## src/rtl/dtmr_pkg.sv

```systemverilog
package dtmr_pkg;
    // word-address layout: word 0 is the run register, channel c owns
    // words (c+1)*REGS_PER_CH + offset
    localparam int REGS_PER_CH = 4;
    localparam int OFS_CTRL    = 0;
    localparam int OFS_CST     = 1;
    localparam int OFS_CNT     = 2;

    // control register bit positions
    localparam int CTRL_IE_BIT  = 5;
    localparam int CTRL_UNF_BIT = 8;
    localparam logic CTRL_IE_RST = 1'b1;
endpackage

```

## src/rtl/dtmr_prescaler.sv

```systemverilog
module dtmr_prescaler #(
    parameter int SEL_W = 3
) (
    input  logic             clk,
    input  logic             rst_n,
    input  logic             run,
    input  logic [SEL_W-1:0] sel,
    output logic             tick
);
    // largest divide is 4 << (2*(2^SEL_W - 1)) = 2^(2*2^SEL_W)
    localparam int LIM_W = 2 * (1 << SEL_W);

    typedef struct packed {
        logic [LIM_W-1:0] pcnt;
    } psc_st_t;

    psc_st_t          st_d, st_q;
    logic [LIM_W-1:0] limit;

    always_comb begin
        // modulo arithmetic makes the widest divide come out as all ones
        limit = (LIM_W'(4) << {sel, 1'b0}) - LIM_W'(1);
        tick  = run && (st_q.pcnt >= limit);
        st_d  = st_q;
        if (!run || tick) begin
            st_d.pcnt = '0;
        end else begin
            st_d.pcnt = st_q.pcnt + LIM_W'(1);
        end
    end

    always_ff @(posedge clk) begin
        if (!rst_n) begin
            st_q <= '0;
        end else begin
            st_q <= st_d;
        end
    end

    AST_PSC_STOP_CLEAR: assert property (@(posedge clk) disable iff (!rst_n)
        !run |=> (st_q.pcnt == '0)) else $error("prescaler not cleared");
    AST_PSC_BOUND: assert property (@(posedge clk) disable iff (!rst_n)
        (run && $past(run) && $stable(sel)) |-> (st_q.pcnt <= limit))
        else $error("prescaler past limit");
endmodule

```

## src/rtl/dtmr_channel.sv

```systemverilog
module dtmr_channel import dtmr_pkg::*; #(
    parameter int CNT_W = 32,
    parameter int SEL_W = 3
) (
    input  logic               clk,
    input  logic               rst_n,
    input  logic               tick,
    input  logic               wr_ctrl,
    input  logic               wr_cst,
    input  logic               wr_cnt,
    input  logic [CNT_W/8-1:0] be,
    input  logic [CNT_W-1:0]   wdata,
    output logic [SEL_W-1:0]   psc,
    output logic [CNT_W-1:0]   ctrl_rd,
    output logic [CNT_W-1:0]   cst_rd,
    output logic [CNT_W-1:0]   cnt_rd,
    output logic               irq
);
    localparam int BE_W = CNT_W / 8;

    typedef struct packed {
        logic [CNT_W-1:0] cnt;
        logic [CNT_W-1:0] cst;
        logic [SEL_W-1:0] psc;
        logic             ie;
        logic             unf;
    } ch_st_t;

    ch_st_t st_d, st_q;
    logic   uf;
    logic   clr_req;

    function automatic logic [CNT_W-1:0] lane_merge(
        input logic [CNT_W-1:0] old_v,
        input logic [CNT_W-1:0] new_v,
        input logic [BE_W-1:0]  en
    );
        logic [CNT_W-1:0] r;
        r = old_v;
        for (int b = 0; b < BE_W; b++) begin
            if (en[b]) r[b*8 +: 8] = new_v[b*8 +: 8];
        end
        return r;
    endfunction

    always_comb begin
        st_d    = st_q;
        uf      = tick && (st_q.cnt == '0);
        clr_req = wr_ctrl && be[CTRL_UNF_BIT/8] && !wdata[CTRL_UNF_BIT];

        if (wr_ctrl && be[0]) begin
            st_d.psc = wdata[SEL_W-1:0];
            st_d.ie  = wdata[CTRL_IE_BIT];
        end
        if (clr_req) st_d.unf = 1'b0;

        if (wr_cst) st_d.cst = lane_merge(st_q.cst, wdata, be);

        if (wr_cnt) begin
            st_d.cnt = lane_merge(st_q.cnt, wdata, be);
        end else if (uf) begin
            st_d.cnt = st_q.cst;
        end else if (tick) begin
            st_d.cnt = st_q.cnt - CNT_W'(1);
        end

        // a hardware underflow outranks a clearing write
        if (uf) st_d.unf = 1'b1;
    end

    always_ff @(posedge clk) begin
        if (!rst_n) begin
            st_q     <= '0;
            st_q.ie  <= CTRL_IE_RST;
        end else begin
            st_q <= st_d;
        end
    end

    always_comb begin
        ctrl_rd                = '0;
        ctrl_rd[SEL_W-1:0]     = st_q.psc;
        ctrl_rd[CTRL_IE_BIT]   = st_q.ie;
        ctrl_rd[CTRL_UNF_BIT]  = st_q.unf;
        cst_rd                 = st_q.cst;
        cnt_rd                 = st_q.cnt;
        psc                    = st_q.psc;
        irq                    = st_q.unf && st_q.ie;
    end

    AST_UNF_STICKY: assert property (@(posedge clk) disable iff (!rst_n)
        (st_q.unf && !clr_req) |=> st_q.unf) else $error("flag dropped");
    AST_UF_SETS_FLAG: assert property (@(posedge clk) disable iff (!rst_n)
        uf |=> st_q.unf) else $error("underflow lost flag");
    AST_UF_RELOAD: assert property (@(posedge clk) disable iff (!rst_n)
        (uf && !wr_cnt && !wr_cst) |=> (st_q.cnt == st_q.cst))
        else $error("reload wrong");
    AST_NO_TICK_HOLD: assert property (@(posedge clk) disable iff (!rst_n)
        (!tick && !wr_cnt) |=> $stable(st_q.cnt)) else $error("counter moved");
endmodule

```

## src/rtl/dual_dn_timer.sv

```systemverilog
module dual_dn_timer import dtmr_pkg::*; #(
    parameter int NCH    = 2,
    parameter int CNT_W  = 32,
    parameter int SEL_W  = 3,
    parameter int ADDR_W = 6
) (
    input  logic               clk,
    input  logic               rst_n,
    input  logic [ADDR_W-1:0]  bus_addr,
    input  logic               bus_wr,
    input  logic [CNT_W/8-1:0] bus_be,
    input  logic [CNT_W-1:0]   bus_wdata,
    output logic [CNT_W-1:0]   bus_rdata,
    output logic [NCH-1:0]     irq
);
    localparam int WORD_W = ADDR_W - 2;

    typedef struct packed {
        logic [NCH-1:0] run;
    } top_st_t;

    top_st_t           st_d, st_q;
    logic [WORD_W-1:0] word;
    logic              aligned;
    logic              wr_run;
    logic [NCH-1:0]    wr_ctrl, wr_cst, wr_cnt, tick;
    logic [CNT_W-1:0]  ctrl_rd [NCH];
    logic [CNT_W-1:0]  cst_rd  [NCH];
    logic [CNT_W-1:0]  cnt_rd  [NCH];
    logic [SEL_W-1:0]  psc     [NCH];

    assign word    = bus_addr[ADDR_W-1:2];
    assign aligned = (bus_addr[1:0] == 2'b00);
    assign wr_run  = bus_wr && aligned && (word == '0) && bus_be[0];

    always_comb begin
        st_d = st_q;
        if (wr_run) st_d.run = bus_wdata[NCH-1:0];
    end

    always_ff @(posedge clk) begin
        if (!rst_n) begin
            st_q <= '0;
        end else begin
            st_q <= st_d;
        end
    end

    for (genvar c = 0; c < NCH; c++) begin : g_ch
        localparam int BASE = (c + 1) * REGS_PER_CH;

        assign wr_ctrl[c] = bus_wr && aligned && (word == WORD_W'(BASE + OFS_CTRL));
        assign wr_cst[c]  = bus_wr && aligned && (word == WORD_W'(BASE + OFS_CST));
        assign wr_cnt[c]  = bus_wr && aligned && (word == WORD_W'(BASE + OFS_CNT));

        dtmr_prescaler #(.SEL_W(SEL_W)) psc_i (
            .clk  (clk),
            .rst_n(rst_n),
            .run  (st_q.run[c]),
            .sel  (psc[c]),
            .tick (tick[c])
        );

        dtmr_channel #(.CNT_W(CNT_W), .SEL_W(SEL_W)) ch_i (
            .clk    (clk),
            .rst_n  (rst_n),
            .tick   (tick[c]),
            .wr_ctrl(wr_ctrl[c]),
            .wr_cst (wr_cst[c]),
            .wr_cnt (wr_cnt[c]),
            .be     (bus_be),
            .wdata  (bus_wdata),
            .psc    (psc[c]),
            .ctrl_rd(ctrl_rd[c]),
            .cst_rd (cst_rd[c]),
            .cnt_rd (cnt_rd[c]),
            .irq    (irq[c])
        );
    end

    always_comb begin
        bus_rdata = '0;
        if (aligned) begin
            if (word == '0) bus_rdata[NCH-1:0] = st_q.run;
            for (int c = 0; c < NCH; c++) begin
                if (word == WORD_W'((c + 1) * REGS_PER_CH + OFS_CTRL)) bus_rdata = ctrl_rd[c];
                if (word == WORD_W'((c + 1) * REGS_PER_CH + OFS_CST))  bus_rdata = cst_rd[c];
                if (word == WORD_W'((c + 1) * REGS_PER_CH + OFS_CNT))  bus_rdata = cnt_rd[c];
            end
        end
    end

    AST_RUN_HOLD: assert property (@(posedge clk) disable iff (!rst_n)
        !wr_run |=> $stable(st_q.run)) else $error("run bits moved");
    AST_TICK_ONLY_RUN: assert property (@(posedge clk) disable iff (!rst_n)
        (tick & ~st_q.run) == '0) else $error("tick while stopped");
endmodule

```

## config.mk

```make
export PLATFORM = sky130hd
export DESIGN_NAME = dual_dn_timer
export DESIGN_NICKNAME = d
export VERILOG_FILES = /design/src/rtl/dtmr_pkg.sv /design/src/rtl/dtmr_prescaler.sv /design/src/rtl/dtmr_channel.sv /design/src/rtl/dual_dn_timer.sv
export SDC_FILE = /design/constraint.sdc
export NUM_CORES = 1
export LEC_CHECK = 0
export BUFFER_PORTS_ARGS = -buffer_cell sky130_fd_sc_hd__buf_2
export CAP_MARGIN = 20
export CORE_UTILIZATION = 52
export CTS_CLUSTER_DIAMETER = 30
export DETAILED_ROUTE_END_ITERATION = 10
export PLACE_DENSITY_LB_ADDON = 0.2
export SYNTH_ARGS = -nofsm -noshare
export SYNTH_HDL_FRONTEND = slang
export SYNTH_HIERARCHICAL = 1
export SYNTH_SLANG_ARGS = --single-unit
```

## constraint.sdc

```tcl
create_clock -name clk -period 10.9 [get_ports clk]
set_input_delay 2.18 -clock clk [delete_from_list [all_inputs] [get_ports clk]]
set_output_delay 2.18 -clock clk [all_outputs]
set_load 0.01 [all_outputs]
```

==> results.md <==
• **launching element of the worst setup path** bus_addr[2]
• **CTS Sinks** 172
• **setup TNS** 0 ps
• **number of core rows** 57
• **largest voltage drop on the vdd net** 84.9 uV
• **max cap viols** 0
• **number of levels in the clock H-tree** 4
• **capture point of the critical path** bus_rdata[21]
• **post-synthesis sequential area ratio** 0.268
• **die outline area** 25400 sq um
• **total clock buffers created by CTS** 17
• **fraction of synthesis flops using an asynchronous set or reset pin** 0
• **synthesized area per cell** 7.77 sq um
• **Buffers on Ports** 78
• **final non-filler cell area** 13600 sq um
• **total power per unit cell area** 103 nW/um^2
• **length in cells of the worst reg-to-reg path** 16
• **worst-case clock buffer depth** 2
• **final hold violations** 0
• **setup clock skew after layout** 14.2 ps
• **clock tree from TritonCTS** done
• **Post-Syn Area** 12900 sq um
• **number of enable flip-flop cells after synthesis** 0
• **type of the most critical hold path** flop to flop
• **commonest cells in the synthesized netlist** sky130_fd_sc_hd__dfxtp_1, sky130_fd_sc_hd__nand2_1, sky130_fd_sc_hd__a21oi_1
• **wire length of the first global-routing pass** 66.0 mm
• **initial antenna violation count** 0
• **Routed WL** 42.6 mm
• **iteration-0 DRC count of the detailed router** 1834
• **routed vias/inst** 6.60
• **DR vias** 13027
• **classification of the worst setup path** input pin to primary output
• **number of unique standard cell types used by synthesis** 81
• **width of the chip** 159 um
• **total grt overflow** 0
• **core occupancy in the finished layout** 0.560
• **crit-path max FO** 51
• **number of antenna diodes** 0
• **flip-flop and latch count after synthesis** 172
• **layout net count** 1717
• **leakage power** 4.92 nW
• **dpl hpwl** 29.7 mm
• **core area** 24300 sq um
• **fraction of post-synthesis cell area in the top cell type by area** 0.268
• **CTS-repair resized insts** 0
• **FF-to-FF Start** g_ch[1].ch_i/psc[1]
• **most numerous cell in the Yosys netlist** sky130_fd_sc_hd__dfxtp_1
• **clock-pin slew reported for the worst setup and hold paths after clock tree synthesis** 70 ps
• **share of cells above drive strength 1** 0.144
• **actual slew at the worst max-slew pin** 1090 ps
• **Final Critical Period** 6950 ps
• **DR pass1 iterations** 7
• **Fmax** 0.144 GHz
• **FF-to-FF End** g_ch[1].ch_i/cnt_rd[12]
• **initial standard-cell utilization of the core** 0.529
• **DRT antenna net count** 0
• **RSZ-0062 raised after global routing** false
• **worst-skew pair later-pin latency** 440 ps
• **# DRC** 0
• **placed inst area** 13000 sq um
• **startpoint type of the worst setup path** input pin
• **Post-CTS Setup Repair Bufs** 0
• **Overall Global Routing Usage** 0.330
• **crit end category** primary output
• **Post-CTS Hold Buffers** 0
• **number of failing setup endpoints in the final timing report** 0
• **required time of the critical path** 8720 ps
• **maximum number of pins on one net before global-route repair** 79
• **number of global-route vias before repair** 11503
• **cell type with the highest aggregate area in the netlist** sky130_fd_sc_hd__dfxtp_1
• **Synth-to-Final Area Change** 5.86%
• **wire length per cell** 21.6 um
• **Chip Height** 159 um
• **Synthesis Warnings** 6
• **cells taking the most area after synthesis** sky130_fd_sc_hd__dfxtp_1, sky130_fd_sc_hd__a21oi_1, sky130_fd_sc_hd__nand2_1
• **leading register cell type out of synthesis** sky130_fd_sc_hd__dfxtp_1
• **final cycle utilization of the critical path** 0.638
• **run status** finished, final reports clean
• **register-to-register setup slack** 5720 ps
• **Worst EP arrival** 4770 ps
• **buffer type at the clock tree root** sky130_fd_sc_hd__clkbuf_16
• **Hold Worst Slack** 472 ps
• **max-slew violation count** 0
• **number of top-level pins** 79
• **Final GP Congestion** 0.960
• **post-synthesis instance total** 1656
• **relative slew slack** 0.276
[how the worst min path moves through the flow]
stage,start,to,depth (start not counted)
2_1_floorplan,g_ch[0].psc_i/st_q[0],g_ch[0].psc_i/st_q[0],1
3_3_place_gp,g_ch[1].ch_i/cst_rd[3],g_ch[1].ch_i/cst_rd[3],2
3_5_place_dp,g_ch[1].psc_i/st_q[0],g_ch[1].psc_i/st_q[0],1
4_1_cts,g_ch[1].psc_i/st_q[0],g_ch[1].psc_i/st_q[0],1
5_1_grt,g_ch[0].psc_i/st_q[0],g_ch[0].psc_i/st_q[0],1
6_report,g_ch[1].psc_i/st_q[0],g_ch[1].psc_i/st_q[0],1
[cell families (layout without fill, tap and decap cells)]
| group | count (synthesis) | after routing | share of synthesized area |
|---|---|---|---|
| AOI/OAI and AO/OA | 480 | 480 | 0.238 |
| xor gates and xnor gates | 58 | 58 | 0.0395 |
| adders and majority gates | 34 | 34 | 0.0331 |
| buffers and inverters | 211 | 154 | 0.0873 |
| DFF | 172 | 172 | 0.268 |
| muxes | 45 | 45 | 0.0386 |
| other | 2 | 54 | 0.000584 |
| and+or+nand+nor | 654 | 654 | 0.295 |
[placed cells by master (no fill, tap or decap), types with 19 or more instances in the layout]
cell	synthesis	final
sky130_fd_sc_hd__buf_4	65	19
sky130_fd_sc_hd__xor2_1	22	22
sky130_fd_sc_hd__nand3_1	118	118
sky130_fd_sc_hd__xnor2_1	36	36
sky130_fd_sc_hd__nand4b_1	31	31
sky130_fd_sc_hd__nand4_1	24	24
sky130_fd_sc_hd__ha_1	34	34
sky130_fd_sc_hd__a21oi_1	128	128
sky130_fd_sc_hd__nor3_1	50	50
sky130_fd_sc_hd__nor4_1	24	24
sky130_fd_sc_hd__a21o_1	41	41
sky130_fd_sc_hd__a31oi_1	38	38
sky130_fd_sc_hd__inv_1	22	22
sky130_fd_sc_hd__nand4bb_1	30	29
sky130_fd_sc_hd__a22oi_1	33	33
sky130_fd_sc_hd__nor2_1	72	70
sky130_fd_sc_hd__dfxtp_1	172	172
sky130_fd_sc_hd__mux2_2	37	37
sky130_fd_sc_hd__nand2_1	166	166
sky130_fd_sc_hd__buf_2	21	78
sky130_fd_sc_hd__conb_1	2	54
sky130_fd_sc_hd__o21ai_0	121	121
sky130_fd_sc_hd__nor3_2	20	20
[layout make-up]
type	count	area, sq um
well taps	324	405
fillers	2300	10700
clock buffers	19	453
flip-flops and latches	172	3440
multi-input cells	1325	8520
repair buffers	98	548
clock inverters	13	153
inverters	24	90.1
[metal layers]
layer | global-route usage | vias up | wire length [um]
met1 | 0.449 | 6158 | 17600
met4 | 0.131 | 0 | 1790
met2 | 0.527 | 704 | 19300
li1 | - | 6077 | -
met3 | 0.0451 | 88 | 3940
met5 | 0 | - | 0
[through the flow]
stage | power (mW) | std cells | setup slack (ps)
after floorplan | 0.744 | 1708 | 5530
after global placement | 0.774 | 1940 | 4070
after detailed placement | 0.776 | 1941 | 4090
after CTS | 1.41 | 1973 | 4070
after global routing | 1.45 | 1975 | 3820
final | 1.41 | 1975 | 3950
[registers in the layout, summed over array words and instances (netlist names)]
name               flops
g_ch.psc_i/st_q       32
g_ch.ch_i/psc          6
g_ch.ch_i/cnt_rd      64
g_ch.ch_i/cst_rd      64
g_ch.ch_i/ctrl_rd      4
st_q                   2
[report_power, final]
| part | switching [mW] | internal [mW] | leakage (nW) |
|---|---|---|---|
| registers | 0.00222 | 0.629 | 1.39 |
| logic | 0.0919 | 0.0433 | 3.23 |
| clock network | 0.285 | 0.356 | 0.299 |
| total | 0.379 | 1.03 | 4.92 |
[critical path, cell delays in order]
cell                        delay (ps)
sky130_fd_sc_hd__buf_2             410
sky130_fd_sc_hd__buf_4             570
sky130_fd_sc_hd__nand4bb_2         600
sky130_fd_sc_hd__buf_4             400
sky130_fd_sc_hd__o21ai_0           120
sky130_fd_sc_hd__a31oi_1           270
sky130_fd_sc_hd__buf_2             190
No activity file was read; power rests on OpenSTA's default activity.
